--- config.mk ---
export PLATFORM = sky130hd
export DESIGN_NAME = cic_mc_decim
export DESIGN_NICKNAME = d
export VERILOG_FILES = /design/src/rtl/cic_pkg.sv /design/src/rtl/cic_phase_bank.sv /design/src/rtl/cic_integ_bank.sv /design/src/rtl/cic_comb_bank.sv /design/src/rtl/cic_mc_decim.sv
export SDC_FILE = /design/constraint.sdc
export NUM_CORES = 2
export LEC_CHECK = 0
export ABC_AREA = 1
export BUFFER_PORTS_ARGS = -buffer_cell sky130_fd_sc_hd__buf_2
export CORE_MARGIN = 4
export CORE_UTILIZATION = 25
export DETAILED_ROUTE_END_ITERATION = 10
export PLACE_DENSITY_LB_ADDON = 0.08
export SLEW_MARGIN = 25
export SYNTH_ARGS = -nofsm -noshare
export SYNTH_HDL_FRONTEND = slang
export SYNTH_SLANG_ARGS = --single-unit
--- constraint.sdc ---
create_clock -name clk -period 9.45 [get_ports clk]
set_clock_uncertainty 0.15 [all_clocks]
set_input_delay 0 -clock clk [delete_from_list [all_inputs] [get_ports clk]]
set_output_delay 0 -clock clk [all_outputs]
set_load 0.05 [all_outputs]
--- src/rtl/cic_pkg.sv ---
// Package: shared helpers for the multichannel CIC decimator.
// Assumes all arguments are positive and small enough for int arithmetic.
package cic_pkg;

    // Output width: input width plus growth from N stages of D*M sums.
    function automatic int cic_out_width(int dw, int nstg, int dec, int ddly);
        return dw + nstg * $clog2(dec * ddly);
    endfunction

    // DC gain of the filter, (D*M)^N.
    function automatic int cic_gain(int dec, int ddly, int nstg);
        int g;
        g = 1;
        for (int i = 0; i < nstg; i++) g = g * dec * ddly;
        return g;
    endfunction

    // Channel index width, at least one bit.
    function automatic int cic_ch_width(int nch);
        return (nch > 1) ? $clog2(nch) : 1;
    endfunction

endpackage

--- src/rtl/cic_phase_bank.sv ---
// Module: per-channel decimation phase counters.
// Counts accepted samples of each channel modulo DEC. "last" flags the kept
// position of the addressed channel. Assumes ch < NCH whenever adv is high.
module cic_phase_bank #(
    parameter int NCH = 4,
    parameter int DEC = 5,
    parameter int CW  = 2
) (
    input  logic          clk,
    input  logic          rst_n,
    input  logic          adv,
    input  logic [CW-1:0] ch,
    output logic          last
);
    localparam int PW = $clog2(DEC);

    logic [NCH-1:0][PW-1:0] ph;

    // Kept-position flag for the addressed channel.
    assign last = (ph[ch] == PW'(DEC - 1));

    // Advance the addressed channel's phase, wrapping after DEC samples.
    always_ff @(posedge clk) begin
        if (!rst_n) begin
            ph <= '0;
        end else if (adv) begin
            ph[ch] <= last ? '0 : ph[ch] + PW'(1);
        end
    end

    // Phases move only when a sample is accepted.
    assert_phase_hold_R2: assert property (@(posedge clk) disable iff (!rst_n)
        !adv |=> $stable(ph));

endmodule

--- src/rtl/cic_integ_bank.sv ---
// Module: per-channel integrator cascade running at the input rate.
// Holds NSTG wrapping accumulators per channel. "sum" is the updated last
// stage for the addressed channel, combinational from din and state.
// Assumes ch < NCH whenever upd is high.
module cic_integ_bank #(
    parameter int NCH  = 4,
    parameter int NSTG = 3,
    parameter int DW   = 12,
    parameter int OW   = 24,
    parameter int CW   = 2
) (
    input  logic          clk,
    input  logic          rst_n,
    input  logic          upd,
    input  logic [CW-1:0] ch,
    input  logic [DW-1:0] din,
    output logic [OW-1:0] sum
);
    logic [NCH-1:0][NSTG-1:0][OW-1:0] acc;
    logic [NSTG:0][OW-1:0]            nxt;

    // Ripple the sign-extended sample through the addressed channel's stages.
    always_comb begin
        nxt[0] = {{(OW - DW){din[DW-1]}}, din};
        for (int k = 0; k < NSTG; k++) begin
            nxt[k+1] = acc[ch][k] + nxt[k];
        end
    end

    assign sum = nxt[NSTG];

    // Store the new accumulator values of the addressed channel.
    always_ff @(posedge clk) begin
        if (!rst_n) begin
            acc <= '0;
        end else if (upd) begin
            for (int k = 0; k < NSTG; k++) acc[ch][k] <= nxt[k+1];
        end
    end

    // No accumulator moves without an accepted filtering sample.
    assert_integ_hold_R2: assert property (@(posedge clk) disable iff (!rst_n)
        !upd |=> $stable(acc));

endmodule

--- src/rtl/cic_comb_bank.sv ---
// Module: per-channel comb cascade running at the decimated rate.
// Each stage subtracts the value it saw DDLY kept samples earlier. "dout" is
// combinational from din and the addressed channel's delay lines.
// Assumes fire is high only on kept positions and ch < NCH.
module cic_comb_bank #(
    parameter int NCH  = 4,
    parameter int NSTG = 3,
    parameter int DDLY = 2,
    parameter int OW   = 24,
    parameter int CW   = 2
) (
    input  logic          clk,
    input  logic          rst_n,
    input  logic          fire,
    input  logic [CW-1:0] ch,
    input  logic [OW-1:0] din,
    output logic [OW-1:0] dout
);
    logic [NCH-1:0][NSTG-1:0][DDLY-1:0][OW-1:0] dly;
    logic [NSTG:0][OW-1:0]                      stg;

    // Differences through the stages of the addressed channel.
    always_comb begin
        stg[0] = din;
        for (int k = 0; k < NSTG; k++) begin
            stg[k+1] = stg[k] - dly[ch][k][DDLY-1];
        end
    end

    assign dout = stg[NSTG];

    // Shift each stage input into its delay line on a kept sample.
    always_ff @(posedge clk) begin
        if (!rst_n) begin
            dly <= '0;
        end else if (fire) begin
            for (int k = 0; k < NSTG; k++) begin
                dly[ch][k][0] <= stg[k];
                for (int j = 1; j < DDLY; j++) dly[ch][k][j] <= dly[ch][k][j-1];
            end
        end
    end

    // Comb state changes only on kept samples.
    assert_comb_hold_R3: assert property (@(posedge clk) disable iff (!rst_n)
        !fire |=> $stable(dly));

endmodule

--- src/rtl/cic_mc_decim.sv ---
// Module: multichannel CIC decimator top.
// One sample per cycle at most, tagged with a channel. Results are registered
// and appear one cycle after the sample that completes a channel's D-block.
// Assumes in_ch < NCH whenever in_vld is high.
module cic_mc_decim #(
    parameter  int DW   = 12,
    parameter  int NCH  = 4,
    parameter  int NSTG = 3,
    parameter  int DEC  = 5,
    parameter  int DDLY = 2,
    localparam int CW   = cic_pkg::cic_ch_width(NCH),
    localparam int OW   = cic_pkg::cic_out_width(DW, NSTG, DEC, DDLY)
) (
    input  logic          clk,
    input  logic          rst_n,
    input  logic          in_vld,
    input  logic [CW-1:0] in_ch,
    input  logic [DW-1:0] in_data,
    input  logic          bypass,
    output logic          out_vld,
    output logic [CW-1:0] out_ch,
    output logic [OW-1:0] out_data
);
    localparam logic signed [OW-1:0] GAIN_V =
        OW'(cic_pkg::cic_gain(DEC, DDLY, NSTG));

    if (DEC < 2) begin : g_bad_dec
        $error("cic_mc_decim: DEC must be at least 2");
    end
    if (NSTG < 1 || DDLY < 1 || NCH < 1) begin : g_bad_par
        $error("cic_mc_decim: NSTG, DDLY and NCH must be positive");
    end

    logic          last;
    logic          flt_upd;
    logic          flt_fire;
    logic [OW-1:0] integ_sum;
    logic [OW-1:0] comb_out;
    logic [OW-1:0] byp_val;

    // Filtering state advances only for accepted, non-bypass samples.
    assign flt_upd  = in_vld && !bypass;
    assign flt_fire = flt_upd && last;

    // Debug path value: sign-extended sample times the DC gain.
    assign byp_val = $signed({{(OW - DW){in_data[DW-1]}}, in_data}) * GAIN_V;

    cic_phase_bank #(.NCH(NCH), .DEC(DEC), .CW(CW)) u_phase (
        .clk  (clk),
        .rst_n(rst_n),
        .adv  (in_vld),
        .ch   (in_ch),
        .last (last)
    );

    cic_integ_bank #(.NCH(NCH), .NSTG(NSTG), .DW(DW), .OW(OW), .CW(CW)) u_integ (
        .clk  (clk),
        .rst_n(rst_n),
        .upd  (flt_upd),
        .ch   (in_ch),
        .din  (in_data),
        .sum  (integ_sum)
    );

    cic_comb_bank #(.NCH(NCH), .NSTG(NSTG), .DDLY(DDLY), .OW(OW), .CW(CW)) u_comb (
        .clk  (clk),
        .rst_n(rst_n),
        .fire (flt_fire),
        .ch   (in_ch),
        .din  (integ_sum),
        .dout (comb_out)
    );

    // Register the result, its valid flag and its channel tag.
    always_ff @(posedge clk) begin
        if (!rst_n) begin
            out_vld  <= 1'b0;
            out_ch   <= '0;
            out_data <= '0;
        end else begin
            out_vld <= in_vld && (bypass || last);
            if (in_vld) out_ch <= in_ch;
            if (in_vld && bypass) out_data <= last ? byp_val : '0;
            else if (flt_fire)    out_data <= comb_out;
        end
    end

    // Idle input cycles never produce a result.
    assert_idle_quiet_R8: assert property (@(posedge clk) disable iff (!rst_n)
        !in_vld |=> !out_vld);

    // Discarded positions produce no filtered result.
    assert_drop_pos_R3: assert property (@(posedge clk) disable iff (!rst_n)
        (in_vld && !bypass && !last) |=> !out_vld);

    // Kept positions always produce a result.
    assert_keep_pos_R3: assert property (@(posedge clk) disable iff (!rst_n)
        (in_vld && last) |=> out_vld);

    // Result tag follows the producing sample's channel.
    assert_tag_follow_R5: assert property (@(posedge clk) disable iff (!rst_n)
        in_vld |=> (out_ch == $past(in_ch)));

    // Zero-stuffed positions of the debug path are valid zeros.
    assert_stuff_zero_R7: assert property (@(posedge clk) disable iff (!rst_n)
        (in_vld && bypass && !last) |=> (out_vld && out_data == '0));

endmodule

# Word level (Yosys, flattened, before mapping)

Cells that the tools add are included.
Widths: inputs -> output; s select.

Register bits after elaboration: 903
Output and inout port bits: 27

$add $sub $neg: 7
Multipliers: 1
Magnitude comparators: 2
Equality and inequality tests: 1
Mux-type cells: 40
Reductions and logical operators: 8

Operators with widths:

| operator              | count |
|---|---|
| $bwmux 576            | 6 |
| $demux 144 s2         | 6 |
| $bwmux 288            | 3 |
| $demux 72 s2          | 3 |
| $bmux 144 s2          | 1 |
| $mux 144              | 2 |
| $mux 72               | 3 |
| $bmux 72 s2           | 1 |
| $mux 120              | 1 |
| $mux 24               | 5 |
| $mux 48               | 2 |
| $mux 96               | 1 |
| $add 24x24->24        | 3 |
| $sub 24x24->24        | 3 |
| $mul 12x8->20 const B | 1 |
| $bwmux 12             | 1 |
| $mux 3                | 3 |
| $bmux 3 s2            | 1 |
| $demux 3 s2           | 1 |
| $logic_and 1x1->1     | 5 |
| $add 3x1->3 const B   | 1 |
| $eq 3x3->1 const B    | 1 |
| $lt 2x3->1 const B    | 1 |
| $ge 2x1->1 const B    | 1 |
| 3 further kinds       | 3 |

# Longest topological paths before layout

Word-level depth: 11
Depth in mapped cells: 63
Mapped depth without buffers: 59

# Modules after synthesis

A second synthesis with hierarchy kept.

Cells, all modules: 6,418
Area total of the unflattened synthesis: 47,235.3 µm²

By module, submodules not included:

| module         | times used | cells each | area an instance (µm²) |
|---|---|---|---|
| cic_comb_bank  | 1          | 3,636      | 27,179.8 |
| cic_integ_bank | 1          | 2,161      | 15,598.7 |
| cic_mc_decim   | 1          | 521        | 3,803.6 |
| cic_phase_bank | 1          | 100        | 653.1 |

# Worst setup path before layout

Ideal clock, no wire load.

Path type: in2reg
Start point: input port in_ch[0]
End point: register out_data[23]
Arrival: 8.998 ns
Data required time: 9.178 ns
Path slack: 0.180 ns
Stages: 55
Path buffers: 5
Cells stage by stage: buf_6 nor2_1 buf_2 clkbuf_1 clkbuf_1 clkbuf_1 a22oi_1 nand2_1 ha_1 inv_1 fa_1 o21ai_1 a21oi_1 o21ai_1 nand3_1 nand2_1 nand3_1 nand2_1 [... 19 more ...] xor2_1 ha_1 nand2_1 nor4_1 nand4_1 nand3_1 nand2_1 nand2_1 a21oi_1 or2_2 nand2_1 inv_1 ha_1 a21oi_1 a21boi_0 nand3_1 nand3_2 a21oi_2

RTL lines:

| item                   | line               | RTL |
|---|---|---|
| start: declaration     | cic_mc_decim.sv:17 | `input logic [CW-1:0] in_ch,` |
| end signal: assignment | cic_mc_decim.sv:83 | `if (in_vld && bypass) out_data <= last ? byp_val : '0;` |
| end signal: assignment | cic_mc_decim.sv:84 | `else if (flt_fire) out_data <= comb_out;` |
| end: declaration       | cic_mc_decim.sv:22 | `output logic [OW-1:0] out_data` |

==> impl_metrics.csv <==
group,metric,value,unit
outcome,status,"completed",
placed_design,port_buffers,44,
route,vias,41100,
finish,area_delta_synth_final,20.1,%
logic_synthesis,synthArstFlopShare,0,%
job,cap_viol_max_count,0,
logic_synthesis,ys.flop_type,"dfxtp_1",
clock_tree,cts_tree,"built",
logic_synthesis,synth_seq_area_share,40.0,%
logic_synthesis,yosysTopAreaCell,"dfxtp_1",
finish,finalNetCount,6445,
power,power.leakage,25.4,nW
floorplan,row_count,155,
placed_design,dp_hpwl,105000,um
critical_path,cp_num_buf_inv,11,
route,postRouteAntennaNets,0,
critical_path,cp_slowest_cell,"fa_2",
grt,grt_pass1_wl,259000,um
finish,drive_gt1_share,11.9,%
grt,grt_max_degree,156,
finish,multi_input_area,23100,um^2
logic_synthesis,synth_edf_count,0,
floorplan,fp.dieW,433,um
logic_synthesis,synth_area_leaders,"dfxtp_1 (40%), o21ai_0 (10%), nor2_1 (8.4%), inv_1 (6.9%), a21oi_1 (5.3%)",
logic_synthesis,yosysMostFrequentCell,"nor2_1",
logic_synthesis,syn_nets,6308,
floorplan,die_h,433,um
timing,period_minus_slack,8.83,ns
logic_synthesis,ys_ff_latch,903,
route,drt-total-wl,172000,um
grt,grt_overflow,0,
grt,grt_pass1_vias,39900,
critical_path,crit_required,9.96,ns
timing,min_period_over_period,93.4,%
critical_path,max_stage_delay,0.38,ns
critical_path,worstPathArrival,9.34,ns
clock_tree,htree_levels,3,
clock_tree,cts_made_buffers,111,
floorplan,core-area,179000,um^2
logic_synthesis,synth_common_cells,"nor2_1 (1,006), o21ai_0 (924), dfxtp_1 (903)",
floorplan,pin_count,45,
floorplan,fp.dieArea,188000,um^2
logic_synthesis,ys_types,61,
timing,max_slew.worst_pin.slew,1.11,ns
finish,ff_latch_area,18100,um^2
logic_synthesis,ys_warn_count,0,
logic_synthesis,netlist_area,45200,um^2
hold_path,hold_path_class,"input port to register",
floorplan,start_util,25.2,%
timing,hold_violations,0,
clock_tree,cts-root-buf,"clkbuf_16",
route,first_iter_violations,2650,
placed_design,placed_cell_area,49600,um^2
critical_path,crit_top_cell,"nand2_1",
route,drt-vias-per-instance,4.76,
route,firstDrtPassIters,8,
grt,grt_usage,18.0,%
clock_tree,clk_pin_slew,0.06,ns
critical_path,path_delay_family,"compound AO/OA/AOI/OAI gates",
route,wl_per_cell,19.9,um
power,total_power,17.5,mW
clock_tree,insertion_delay,0.76,ns
finish,fillers,19300,
logic_synthesis,syn_area_per_cell,7.47,um^2
timing,finalMaxSlewViolations,0,
logic_synthesis,synth_top_area_share,40.0,%
critical_path,critPathKind,"register to register",
finish,final_cell_area,54300,um^2
timing,finalSetupViolations,0,
placed_design,gp_congestion,0.776,
power,power.density,322,nW/um^2
timing,max-slew-margin-rel,25.5,%
clock_tree,cts_buffer_depth,3,
grt,antenna_found_initial,4,
clock_tree,cts_sinks,903,
critical_path,cp-start-kind,"register",
route,drc_errors,0,
critical_path,end_kind,"register",
power,ir_drop,0.000294,V
timing,fmax,113,MHz
critical_path,crit_fanout,5,
logic_synthesis,postSynthCellCount,6048,
routing by layer:
layer / GRT usage, % / vias up / routed length, um
met5: 0 / - / 0
met3: 2.67 / 207 / 7100
met2: 29.0 / 673 / 77500
li1: - / 20500 / -
met4: 4.51 / 0 / 4080
met1: 25.1 / 19600 / 83300
power by group:
part           total [mW]  switching [mW]  internal [mW]
logic                9.03            5.24           3.79
clock network        4.44            1.83           2.61
registers            4.02          0.0725           3.94
worst min-delay path: stages:
cell,delay [ns]
dlygate4sd3_1,0.53
buf_2,0.16
nand2_1,0.13
nor3_1,0.06
nor2_1,0.11
sequential cells by signal, summed over array words and instances (netlist names):
signal	cells
out_data	24
out_vld	1
u_comb.dly	576
out_ch	2
u_integ.acc	288
u_phase.ph	12
stage by stage:
stage | cells | utilization (%) | TNS [ns] | hold WS (ns) | setup slack [ns]
after CTS | 8622 | 30.0 | 0 | 0.0451 | 0.00272
after global placement | 8400 | 27.7 | -0.692 | 0.174 | -0.329
final | 8634 | 30.3 | 0 | 0.137 | 0.621
after global routing | 8633 | 30.3 | -0.0298 | 0.0980 | -0.0298
after floorplan | 6048 | - | 0 | -0.0510 | 0.180
after detailed placement | 8400 | 27.7 | -1.13 | 0.170 | -0.361
cell families (layout without fill, tap and decap cells):
kind of cell | Yosys count | count (layout) | synth area share, %
AOI/OAI and AO/OA | 2015 | 2015 | 26.0
and+or+nand+nor | 1543 | 1543 | 13.9
buffers and inverters | 1234 | 1464 | 10.3
DFF | 903 | 903 | 40.0
adders and majority gates | 242 | 242 | 7.53
xor gates and xnor gates | 111 | 111 | 2.23
other | 0 | 1 | 0
cell usage in the layout, fill, tap and decap left out, types with 12 or more instances in the layout:
master | synthesis | final
fa_1 | 50 | 49
xnor2_1 | 38 | 27
nand3_2 | 13 | 14
o21ai_1 | 19 | 19
buf_4 | 0 | 344
inv_2 | 16 | 15
a22o_1 | 64 | 64
xor2_1 | 70 | 49
ha_1 | 192 | 186
nand4_1 | 12 | 12
clkinv_2 | 0 | 14
o21ai_0 | 924 | 919
a22oi_1 | 176 | 176
a221oi_1 | 67 | 67
dfxtp_1 | 903 | 903
nor2_1 | 1006 | 997
clkbuf_1 | 337 | 30
buf_2 | 15 | 42
o221ai_1 | 94 | 94
clkbuf_8 | 0 | 32
o211ai_1 | 28 | 28
a31oi_1 | 104 | 99
xor2_2 | 2 | 16
nand3_1 | 105 | 104
clkbuf_16 | 0 | 111
nand2_1 | 341 | 336
nand2_2 | 14 | 17
a21oi_1 | 481 | 472
dlygate4sd3_1 | 0 | 15
inv_1 | 826 | 819
final timing paths:
| kind | slack [ns] | from | to | cells after the start |
|---|---|---|---|---|
| setup / recovery | 0.62 | u_integ.acc[0] | out_data[18] | 52 |
| hold / removal | 0.14 | in_vld | u_phase.ph[7] | 5 |
| setup reg to reg | 0.62 | u_integ.acc[0] | out_data[18] | 52 |
| hold reg to reg | 0.31 | u_comb.dly[427] | u_comb.dly[427] | 2 |
cell type report:
| type | instances | area share (%) |
|---|---|---|
| Clock inverter | 33 | 0.835 |
| Inverter | 847 | 5.94 |
| Tap cell | 2355 | 5.43 |
| Antenna cell | 1 | 0.00461 |
| Multi-Input combinational cell | 3911 | 42.6 |
| Sequential cell | 903 | 33.3 |
| Timing Repair Buffer | 411 | 5.76 |
| Clock buffer | 173 | 6.14 |
timing repair:
| item | in CTS | in global routing |
|---|---|---|
| setup endpoints to repair | 7 | 19 |
| pin swaps | 1 | 18 |
| resized for setup | 19 | 75 |
| gates cloned | 0 | 0 |
| setup buffers | 1 | 11 |
| hold buffers | 15 | 0 |
| hold endpoints to repair | 168 | 0 |
Power figures use the tool's default switching activity.
